File: src/rtl/radio_fifo_pkg.sv
package radio_fifo_pkg;

  localparam int STATE_W = 4;

  localparam logic [STATE_W-1:0] RS_SLEEP  = 4'd0;
  localparam logic [STATE_W-1:0] RS_IDLE   = 4'd1;
  localparam logic [STATE_W-1:0] RS_RX_OVF = 4'd2;
  localparam logic [STATE_W-1:0] RS_TX_UNF = 4'd3;

  localparam int COUNT_W   = 4;
  localparam int COUNT_MAX = (1 << COUNT_W) - 1;

  // Clamp an occupancy value to the four-bit status field.
  function automatic logic [COUNT_W-1:0] sat_count(input int unsigned n);
    if (n > COUNT_MAX) return COUNT_W'(COUNT_MAX);
    return COUNT_W'(n);
  endfunction

  // States in which a flush request is honoured.
  function automatic logic flush_allowed(input logic [STATE_W-1:0] st);
    return (st == RS_IDLE) || (st == RS_RX_OVF) || (st == RS_TX_UNF);
  endfunction

endpackage

File: src/rtl/rf_byte_fifo.sv
module rf_byte_fifo #(
  parameter int DEPTH = 64,
  parameter int WIDTH = 8,
  localparam int PTR_W = $clog2(DEPTH),
  localparam int LVL_W = $clog2(DEPTH + 1)
) (
  input  logic             clk,
  input  logic             rst_n,
  input  logic             clear,
  input  logic             push,
  input  logic [WIDTH-1:0] wdata,
  input  logic             pop,
  output logic [WIDTH-1:0] rdata,
  output logic [LVL_W-1:0] level,
  output logic             push_drop,
  output logic             pop_miss
);

  logic [WIDTH-1:0] mem [DEPTH];
  logic [PTR_W-1:0] wr_ptr;
  logic [PTR_W-1:0] rd_ptr;
  logic             empty;
  logic             full;
  logic             pop_ok;
  logic             push_ok;

  function automatic logic [PTR_W-1:0] ptr_next(input logic [PTR_W-1:0] p);
    if (p == PTR_W'(DEPTH - 1)) return '0;
    return p + 1'b1;
  endfunction

  assign empty     = (level == '0);
  assign full      = (level == LVL_W'(DEPTH));
  assign pop_ok    = pop && !empty && !clear;
  assign push_ok   = push && (!full || pop_ok) && !clear;
  assign push_drop = push && !push_ok && !clear;
  assign pop_miss  = pop && empty && !clear;
  assign rdata     = mem[rd_ptr];

  always_ff @(posedge clk) begin
    if (push_ok) mem[wr_ptr] <= wdata;
  end

  always_ff @(posedge clk or negedge rst_n) begin
    if (!rst_n) begin
      wr_ptr <= '0;
      rd_ptr <= '0;
      level  <= '0;
    end else if (clear) begin
      wr_ptr <= '0;
      rd_ptr <= '0;
      level  <= '0;
    end else begin
      if (push_ok) wr_ptr <= ptr_next(wr_ptr);
      if (pop_ok)  rd_ptr <= ptr_next(rd_ptr);
      case ({push_ok, pop_ok})
        2'b10:   level <= level + 1'b1;
        2'b01:   level <= level - 1'b1;
        default: level <= level;
      endcase
    end
  end

endmodule

File: src/rtl/rf_flush_ctrl.sv
module rf_flush_ctrl
  import radio_fifo_pkg::*;
(
  input  logic               clk,
  input  logic               rst_n,
  input  logic [STATE_W-1:0] radio_state,
  input  logic               flush_tx_cmd,
  input  logic               flush_rx_cmd,
  output logic               tx_flush_ok,
  output logic               rx_flush_ok,
  output logic               sleep_entry,
  output logic               clr_tx,
  output logic               clr_rx
);

  logic [STATE_W-1:0] prev_state;

  always_ff @(posedge clk or negedge rst_n) begin
    if (!rst_n) prev_state <= RS_IDLE;
    else        prev_state <= radio_state;
  end

  assign sleep_entry = (radio_state == RS_SLEEP) && (prev_state != RS_SLEEP);
  assign tx_flush_ok = flush_tx_cmd && flush_allowed(radio_state);
  assign rx_flush_ok = flush_rx_cmd && flush_allowed(radio_state);
  assign clr_tx      = tx_flush_ok || sleep_entry;
  assign clr_rx      = rx_flush_ok || sleep_entry;

endmodule

File: src/rtl/rf_sticky_flag.sv
module rf_sticky_flag (
  input  logic clk,
  input  logic rst_n,
  input  logic set,
  input  logic clear,
  output logic flag
);

  always_ff @(posedge clk or negedge rst_n) begin
    if (!rst_n)     flag <= 1'b0;
    else if (clear) flag <= 1'b0;
    else if (set)   flag <= 1'b1;
  end

endmodule

File: src/rtl/dual_fifo_status.sv
module dual_fifo_status
  import radio_fifo_pkg::*;
#(
  parameter int DEPTH = 64,
  parameter int WIDTH = 8,
  localparam int LVL_W = $clog2(DEPTH + 1)
) (
  input  logic               clk,
  input  logic               rst_n,
  input  logic               tx_push,
  input  logic [WIDTH-1:0]   tx_wdata,
  input  logic               tx_pop,
  output logic [WIDTH-1:0]   tx_rdata,
  input  logic               rx_push,
  input  logic [WIDTH-1:0]   rx_wdata,
  input  logic               rx_pop,
  output logic [WIDTH-1:0]   rx_rdata,
  input  logic               flush_tx_cmd,
  input  logic               flush_rx_cmd,
  input  logic [STATE_W-1:0] radio_state,
  input  logic               access_read,
  output logic [COUNT_W-1:0] status_count,
  output logic [LVL_W-1:0]   tx_free,
  output logic [LVL_W-1:0]   rx_used,
  output logic               tx_underflow,
  output logic               rx_overflow
);

  // Named internal events, visible to the bound checker.
  logic             tx_flush_ok;
  logic             rx_flush_ok;
  logic             sleep_entry;
  logic             clr_tx;
  logic             clr_rx;
  logic [LVL_W-1:0] tx_level;
  logic             tx_push_drop;
  logic             tx_pop_miss;
  logic             rx_push_drop;
  logic             rx_pop_miss;
  logic [LVL_W-1:0] count_src;

  rf_flush_ctrl u_flush (
    .clk          (clk),
    .rst_n        (rst_n),
    .radio_state  (radio_state),
    .flush_tx_cmd (flush_tx_cmd),
    .flush_rx_cmd (flush_rx_cmd),
    .tx_flush_ok  (tx_flush_ok),
    .rx_flush_ok  (rx_flush_ok),
    .sleep_entry  (sleep_entry),
    .clr_tx       (clr_tx),
    .clr_rx       (clr_rx)
  );

  rf_byte_fifo #(.DEPTH(DEPTH), .WIDTH(WIDTH)) u_tx_fifo (
    .clk       (clk),
    .rst_n     (rst_n),
    .clear     (clr_tx),
    .push      (tx_push),
    .wdata     (tx_wdata),
    .pop       (tx_pop),
    .rdata     (tx_rdata),
    .level     (tx_level),
    .push_drop (tx_push_drop),
    .pop_miss  (tx_pop_miss)
  );

  rf_byte_fifo #(.DEPTH(DEPTH), .WIDTH(WIDTH)) u_rx_fifo (
    .clk       (clk),
    .rst_n     (rst_n),
    .clear     (clr_rx),
    .push      (rx_push),
    .wdata     (rx_wdata),
    .pop       (rx_pop),
    .rdata     (rx_rdata),
    .level     (rx_used),
    .push_drop (rx_push_drop),
    .pop_miss  (rx_pop_miss)
  );

  rf_sticky_flag u_tx_unf (
    .clk   (clk),
    .rst_n (rst_n),
    .set   (tx_pop_miss),
    .clear (tx_flush_ok),
    .flag  (tx_underflow)
  );

  rf_sticky_flag u_rx_ovf (
    .clk   (clk),
    .rst_n (rst_n),
    .set   (rx_push_drop),
    .clear (rx_flush_ok),
    .flag  (rx_overflow)
  );

  assign tx_free      = LVL_W'(DEPTH) - tx_level;
  assign count_src    = access_read ? rx_used : tx_free;
  assign status_count = sat_count(int'(count_src));

endmodule

File: config.mk
export PLATFORM = sky130hd
export DESIGN_NAME = dual_fifo_status
export DESIGN_NICKNAME = d
export VERILOG_FILES = /design/src/rtl/radio_fifo_pkg.sv /design/src/rtl/rf_byte_fifo.sv /design/src/rtl/rf_flush_ctrl.sv /design/src/rtl/rf_sticky_flag.sv /design/src/rtl/dual_fifo_status.sv
export SDC_FILE = /design/constraint.sdc
export NUM_CORES = 1
export LEC_CHECK = 0
export CAP_MARGIN = 20
export CORE_UTILIZATION = 25
export DETAILED_ROUTE_END_ITERATION = 10
export PLACE_DENSITY = 0.43
export SYNTH_ARGS = -nofsm -noshare
export SYNTH_HDL_FRONTEND = slang
export SYNTH_SLANG_ARGS = --single-unit
File: constraint.sdc
create_clock -name clk -period 7.2 [get_ports clk]
set_clock_uncertainty 0.1 [all_clocks]
set_input_delay 2.16 -clock clk [delete_from_list [all_inputs] [get_ports clk]]
set_output_delay 2.16 -clock clk [all_outputs]
set_load 0.01 [all_outputs]
==> summary.md, run 1 <==
| Metric | Value |
|---|---|
| Status | complete, but fails checks |
| Violated checks | design-rule violations |
| Antenna Nets Post-Route | 0 |
| Commonest non-fill, non-tap cell in the layout | edfxtp_1 |
| Initial antenna violation count | 0 |
| Sum Neg Setup Slack | 0 ps |
| Slew @ Worst Pin | about 1200 ps |
| GR Util All Layers | 0.123 |
| Rel. slew slack | 0.215 |
| Row cnt | 150 |
| Placed instance area | 45200 um2 |
| CTS HTree Levels | 3 |
| CTS tree | yes |
| R2R Setup Slk | 3400 ps |
| Reg area | 31900 um2 |
| DP Worst Slack | 895 ps |
| Synth Area in Simple Gates | 0.0383 |
| Max clock buf depth | 3 |
| Vias per cell | around 4.6 |
| Wirelength per Cell | 23.5 um |
| Required @ worst endpoint | 4940 ps |
| DR pass1 iterations | 8 |
| Filler cell count | 16285 |
| Worst R2R Path Depth | 11 |
| Nets | 2214 |
| Clk Latency, worst-skew pair | 750 ps |
| Die X | 412 um |
| Post-route cell area | 48900 um2 |
| Crit path max fanout | 20 |
| Die Ht | slightly above 400 um |
| Die area | 170000 um2 |
| Cells after Synth | around 2100 |
| Largest net degree at the start of global routing | 65 |
| Max-slew violation count | 0 |
| Antenna fix cells | 0 |
| EDFF count, synth | 1024 |
| Ys async rst share | 0.0412 |
| Cell mode on critical path | a22oi_1 |
| Most frequent cells in the layout | edfxtp_1, mux4_2, nor2_1 |
| Worst Min Path Start | u_tx_unf.flag |
| Setup violators final | 0 |
| Netlist cell types | 63 |
| Gp weighted congestion | 0.774 |
| RSZ-0062 raised after global routing | no |
| Share of cells above drive strength 1 | 0.227 |
| Setup crit start kind | flip-flop |
| Worst path bufs/invs | 2 |
| CP max stage delay | 640 ps |
| Clk pin slew, worst setup/hold paths | ~60 ps |
| Crit path arrival time | about 4300 ps |
| Mean Syn Cell Area | around 20 um2 |
| Yosys warning count | 0 |
| Final hold violations | 0 |
| Synth Cell Area | 42000 um2 |
| CP max-delay cell | dfrtp_4 |
| Compound-Gate Fraction of Synth Area | 0.0409 |
| Predominant post-synthesis flop cell | edfxtp_1 |
| Worst setup margin | 624 ps |
| Hold Path Sink | u_tx_unf.flag |
| Minimum clock period | 6580 ps |
| Top cell family by delay on the critical path | compound AO/OA/AOI/OAI gates |
| IO Pins | 65 |
| First-pass GRT wire length | 152000 um |
| Largest family of logic cells by synthesized area | multiplexers |
| CTS buffer count | 111 |
| Clock Sinks | between 1000 and 1500 |
| Critical-path cell list | buf_4 > mux4_2 > a22oi_1 > nand2_1 > a22oi_1 > o221ai_1 > clkdlybuf4s50_1 |
| Worst Hold Depth | 2 |
| Multiplexer share of the synthesized area | 0.141 |
| Final Cycle Share | 0.913 |
| IO buf count | 64 |
| Adder-cell share of the synthesized area | 0.00375 |
| PD cells | 355 nW/um2 |
| Layout area overhead | 16.5% |
| Placed wire-length estimate | 63600 um |
| Leak | 0.0150 uW |
| Worst setup EP type | primary output |
| Starting Density | 0.251 |
| Vias | 20482 |
| Pwr Total | 17400 uW |
| Fmax | approximately 0.15 GHz |
| Hold buffer count at cts | 0 |
| Reg2reg start | u_flush.prev_state[1] |
| DRC Markers | 1 |
| VDD IR max | about 0.23 mV |
| CTS root buf | clkbuf_16 |
| Post CTS Setup Buffer Count | 0 |
| #FFs+latches synth | 1068 |
| Routed WL | 105000 um |
| HP Class | reg2reg |
| Setup CP Type | reg2out |
| Post-synthesis xor/xnor area fraction | 0.00417 |
| Core area | around 170000 um2 |
| Sequential-to-total area share from yosys stat | 0.759 |
| Inst Count DP | between 4000 and 5000 |
| Syn Nets | ~2100 |
| Max-cap violations | 0 |
| Vias in the first global route | 21366 |
| DR iter-0 viols | 1579 |
| Final Non-Filler Cells | between 4000 and 5000 |
| CTS resizes | 0 |
| R2r endpoint | u_rx_fifo.level[6] |
| Area occupied by multi-input gates | 9580 um2 |
| Total grt overflow | 0 |
tightest hold or removal path: cells and delay by family, from the launching register on:
family / cells / cell delay (ps)
DFF: 1 / 410
and+or+nand+nor: 1 / 70
AOI/OAI and AO/OA: 1 / 60
cell usage after synthesis (5+ instances only):
master	count	area (um2)
nand3_1	20	100
o221ai_1	16	140
nor2b_1	10	62.6
mux4_2	256	5770
o21ai_0	15	75.1
nor3_1	11	55.1
xnor2_1	12	105
edfxtp_1	1024	30700
or3_1	12	75.1
nor2_2	8	50.1
nand2_1	75	282
nand3b_1	10	75.1
ha_1	11	138
a22oi_1	80	601
buf_2	31	155
mux2i_1	12	120
and3_1	5	31.3
dfrtp_1	43	1080
a221oi_1	32	280
nor2_1	165	619
a21oi_1	23	115
buf_1	20	75.1
inv_1	8	30.0
clkbuf_1	76	285
a31oi_1	5	31.3
a22o_1	32	280
xor2_1	8	70.1
state kept, by name (all words and copies together), names as in the netlist:
name                cells
u_flush.prev_state      4
u_rx_fifo.level         7
u_rx_fifo.mem         512
u_rx_fifo.rd_ptr        6
u_rx_fifo.wr_ptr        6
u_rx_ovf.flag           1
u_tx_fifo.level         7
u_tx_fifo.mem         512
u_tx_fifo.rd_ptr        6
u_tx_fifo.wr_ptr        6
u_tx_unf.flag           1
worst max path at each step:
stage,end,from,slack (ps),cells after the start
6_report,tx_rdata[5],u_tx_fifo.rd_ptr[0],620,7
3_3_place_gp,u_tx_fifo.mem[19][1],radio_state[0],950,8
5_1_grt,tx_rdata[5],u_tx_fifo.rd_ptr[0],390,7
3_5_place_dp,u_rx_fifo.level[6],radio_state[0],890,12
4_1_cts,tx_rdata[5],u_tx_fifo.rd_ptr[0],580,7
2_1_floorplan,status_count[3],access_read,2100,4
area by class of cell:
class,count,share of cell area
flip-flops and latches,1068,0.651
repair buffers,108,0.0204
clock buffers,141,0.0601
clock inverters,66,0.0152
well taps,2204,0.0564
inverters,8,0.000614
multi-input cells,876,0.196
through the flow:
step           hold slack (ps)  utilization
6_report                   471        0.293
5_1_grt                    486        0.293
4_1_cts                    497        0.293
3_5_place_dp               478        0.271
3_3_place_gp               461        0.271
2_1_floorplan              411            -
per-layer routing:
layer	share of wire	up-vias	track usage
met5	0	-	0
li1	-	8824	-
met2	0.48	639	0.199
met4	0.022	0	0.0354
met3	0.064	137	0.0284
met1	0.43	10882	0.165
power by group:
part | internal [uW] | switching, uW | total [uW] | leakage (uW)
Sequential | 6980 | 310 | 7290 | 0.00977
Clock | 3300 | 2460 | 5770 | 0.00179
Combinational | 1860 | 2430 | 4300 | 0.00342
Total | 12100 | 5210 | 17400 | 0.0150
kinds of logic (layout without fill, tap and decap cells):
group                      count (synthesis)  in the layout
adders and majority gates                 12             12
xor gates and xnor gates                  20             20
buffers and inverters                    138            323
DFF                                     1068           1068
muxes                                    270            270
and+or+nand+nor                          347            347
AOI/OAI and AO/OA                        227            227
(Power assumes the default switching activity.)
==> inputs of run 2 (changes only) <==
--- a/config.mk
+++ b/config.mk
@@ -12,3 +12,4 @@
 export SYNTH_ARGS = -nofsm -noshare
 export SYNTH_HDL_FRONTEND = slang
 export SYNTH_SLANG_ARGS = --single-unit
+export TNS_END_PERCENT = 20
==> results of run 2 <==
Final layout, timing and power as in run 1 (identical DEF).
==> inputs of run 3 (changes only) <==
--- a/config.mk
+++ b/config.mk
@@ -9,6 +9,7 @@
 export CORE_UTILIZATION = 25
 export DETAILED_ROUTE_END_ITERATION = 10
 export PLACE_DENSITY = 0.43
+export REMOVE_ABC_BUFFERS = 1
 export SYNTH_ARGS = -nofsm -noshare
 export SYNTH_HDL_FRONTEND = slang
 export SYNTH_SLANG_ARGS = --single-unit
==> run 3 against run 2 <==
The flow now finishes without violations. Fmax fell by 0.69%. First-iteration DRC count up 10%. Sequential power about the same. Sequential cell count is the same. Global-route usage is 0.13 points higher. Sequential share of layout area shrank 0.15 points.
==> summary.md, run 3 (same netlist as run 1, synthesis figures left out) <==
| Metric | Value |
|---|---|
| IO Pins | 65 |
| Antenna fix cells | 0 |
| Core area | 167000 um2 |
| Setup CP Type | reg2out |
| Final Cycle Share | 0.920 |
| Layout area overhead | 16.8% |
| Rel. slew slack | 0.250 |
| Sw power | roughly 5300 uW |
| Die X | 412 um |
| VDD IR max | between 0.2 and 0.25 mV |
| CTS resizes | 0 |
| Inst Count DP | around 4300 |
| Placed wire-length estimate | approximately 64000 um |
| Clock Sinks | 1068 |
| Leak | 0.0150 uW |
| Reg2reg start | u_flush.prev_state[1] |
| Slew @ Worst Pin | 1120 ps |
| Fmax | about 0.15 GHz |
| Minimum clock period | 6620 ps |
| DR pass1 iterations | 5 |
| GRT Max-Usage Layer | met2 |
| Required @ worst endpoint | between 4000 and 5000 ps |
| Crit path arrival time | 4360 ps |
| DRC Markers | 0 |
| CTS tree | yes |
| Share of cells above drive strength 1 | 0.229 |
| Worst setup EP type | primary output |
| Worst setup margin | a little under 600 ps |
| Worst Hold Depth | 1 |
| Final hold violations | 0 |
| Largest regs | u_rx_fifo.mem: 512 flops, u_tx_fifo.mem: 512 flops |
| Final Non-Filler Cells | between 4000 and 5000 |
| Utilization after layout | 0.294 |
| R2R Setup Slk | roughly 3300 ps |
| Worst R2R Path Depth | 6 |
| M1 GR Usage | 0.167 |
| Clock share of power | 0.335 |
| Met3 usage | 0.0254 |
| Max clock buf depth | 3 |
| Row cnt | 150 |
| Max-slew violation count | 0 |
| HP Class | reg2reg |
| CTS buffer count | approximately 110 |
| Hold Path Sink | u_rx_ovf.flag |
| Comb power frac | 0.250 |
| CTS HTree Levels | 3 |
| Die area | 170000 um2 |
| Nets | 2221 |
| R2r endpoint | u_rx_fifo.mem[56][0] |
| First-pass GRT wire length | 152000 um |
| Vias | ~20000 |
| Met2 Use GR | 0.202 |
| Hold buffer count at cts | 0 |
| PD cells | 359 nW/um2 |
| GR Util All Layers | 0.124 |
| DP Worst Slack | 958 ps |
| Crit path max fanout | 48 |
| Vias in the first global route | about 21000 |
| Most frequent cells in the layout | edfxtp_1, mux4_2, nor2_1 |
| Clk Latency, worst-skew pair | 740 ps |
| CTS root buf | clkbuf_16 |
| DR iter-0 viols | 1744 |
| Largest net degree at the start of global routing | 65 |
| IO buf count | 64 |
| Antenna Nets Post-Route | 0 |
| Total grt overflow | 0 |
| Status | finished, final reports clean |
| Wirelength per Cell | 23.7 um |
| Initial antenna violation count | 3 |
| Sequential share of power | 0.415 |
| Clk pin slew, worst setup/hold paths | around 60 ps |
| Switching Fraction | 0.304 |
| Vias per cell | 4.56 |
| Routed WL | 106000 um |
| Post CTS Setup Buffer Count | 0 |
| Worst Min Path Start | u_rx_ovf.flag |
| Starting Density | 0.251 |
| Setup crit start kind | flip-flop |
| Gp weighted congestion | 0.756 |
| Die Ht | 412 um |
| Max-cap violations | 0 |
| Setup violators final | 0 |
| RSZ-0062 raised after global routing | no |
| Commonest non-fill, non-tap cell in the layout | edfxtp_1 |
| Power Internal | around 12000 uW |
-- run 3: layer usage --
| metal | vias to the layer above | routed length [um] |
|---|---|---|
| li1 | 8867 | - |
| met1 | 10869 | 46400 |
| met2 | 521 | 51600 |
| met3 | 150 | 5630 |
| met4 | 4 | 2370 |
| met5 | - | 23 |
-- run 3: critical path, stage by stage, from the launching register on --
cell and delay (ps):
dfrtp_4 930, buf_12 440, mux4_2 550, a22o_1 250, a221oi_1 600, o221ai_1 320
clkdlybuf4s50_1 550
-- run 3: power groups by stage --
| stage | logic [uW] | clock network (uW) | registers, uW |
|---|---|---|---|
| 2_1_floorplan | 2560 | 0 | 7610 |
| 3_3_place_gp | 4430 | 0 | 7430 |
| 3_5_place_dp | 4470 | 0 | 7440 |
| 4_1_cts | 4490 | 6070 | 7310 |
| 5_1_grt | 4670 | 6270 | 7340 |
| 6_report | 4400 | 5900 | 7300 |
-- run 3: metrics by stage --
step | setup TNS (ps) | total power, uW | hold WS [ps] | instance area (um2)
global route | 0 | 18300 | 456 | 49000
detailed placement | 0 | 11900 | 414 | 45200
floorplan | -21710 | 10200 | 411 | 41400
global placement | 0 | 11900 | 420 | 45200
finish | 0 | 17600 | 446 | 49000
CTS | 0 | 17900 | 442 | 49000
-- run 3: final cells by class --
| type | instances | area [um2] |
|---|---|---|
| Multi-Input combinational cell | 876 | 9580 |
| Clock inverter | 82 | 876 |
| Fill cell | 16321 | 118000 |
| Clock buffer | 130 | 2890 |
| Tap cell | 2204 | 2760 |
| Inverter | 8 | 30.0 |
| Timing Repair Buffer | 113 | 1030 |
| Sequential cell | 1068 | 31900 |
-- run 3: how the worst max path moves through the flow --
stage	slack, ps	start	to
3_5_place_dp	960	access_read	status_count[3]
2_1_floorplan	-1370	u_rx_fifo.rd_ptr[0]	rx_rdata[6]
6_report	580	u_rx_fifo.rd_ptr[0]	rx_rdata[0]
5_1_grt	380	u_rx_fifo.rd_ptr[0]	rx_rdata[0]
3_3_place_gp	1080	radio_state[0]	u_rx_fifo.mem[61][5]
4_1_cts	470	u_rx_fifo.rd_ptr[0]	rx_rdata[0]
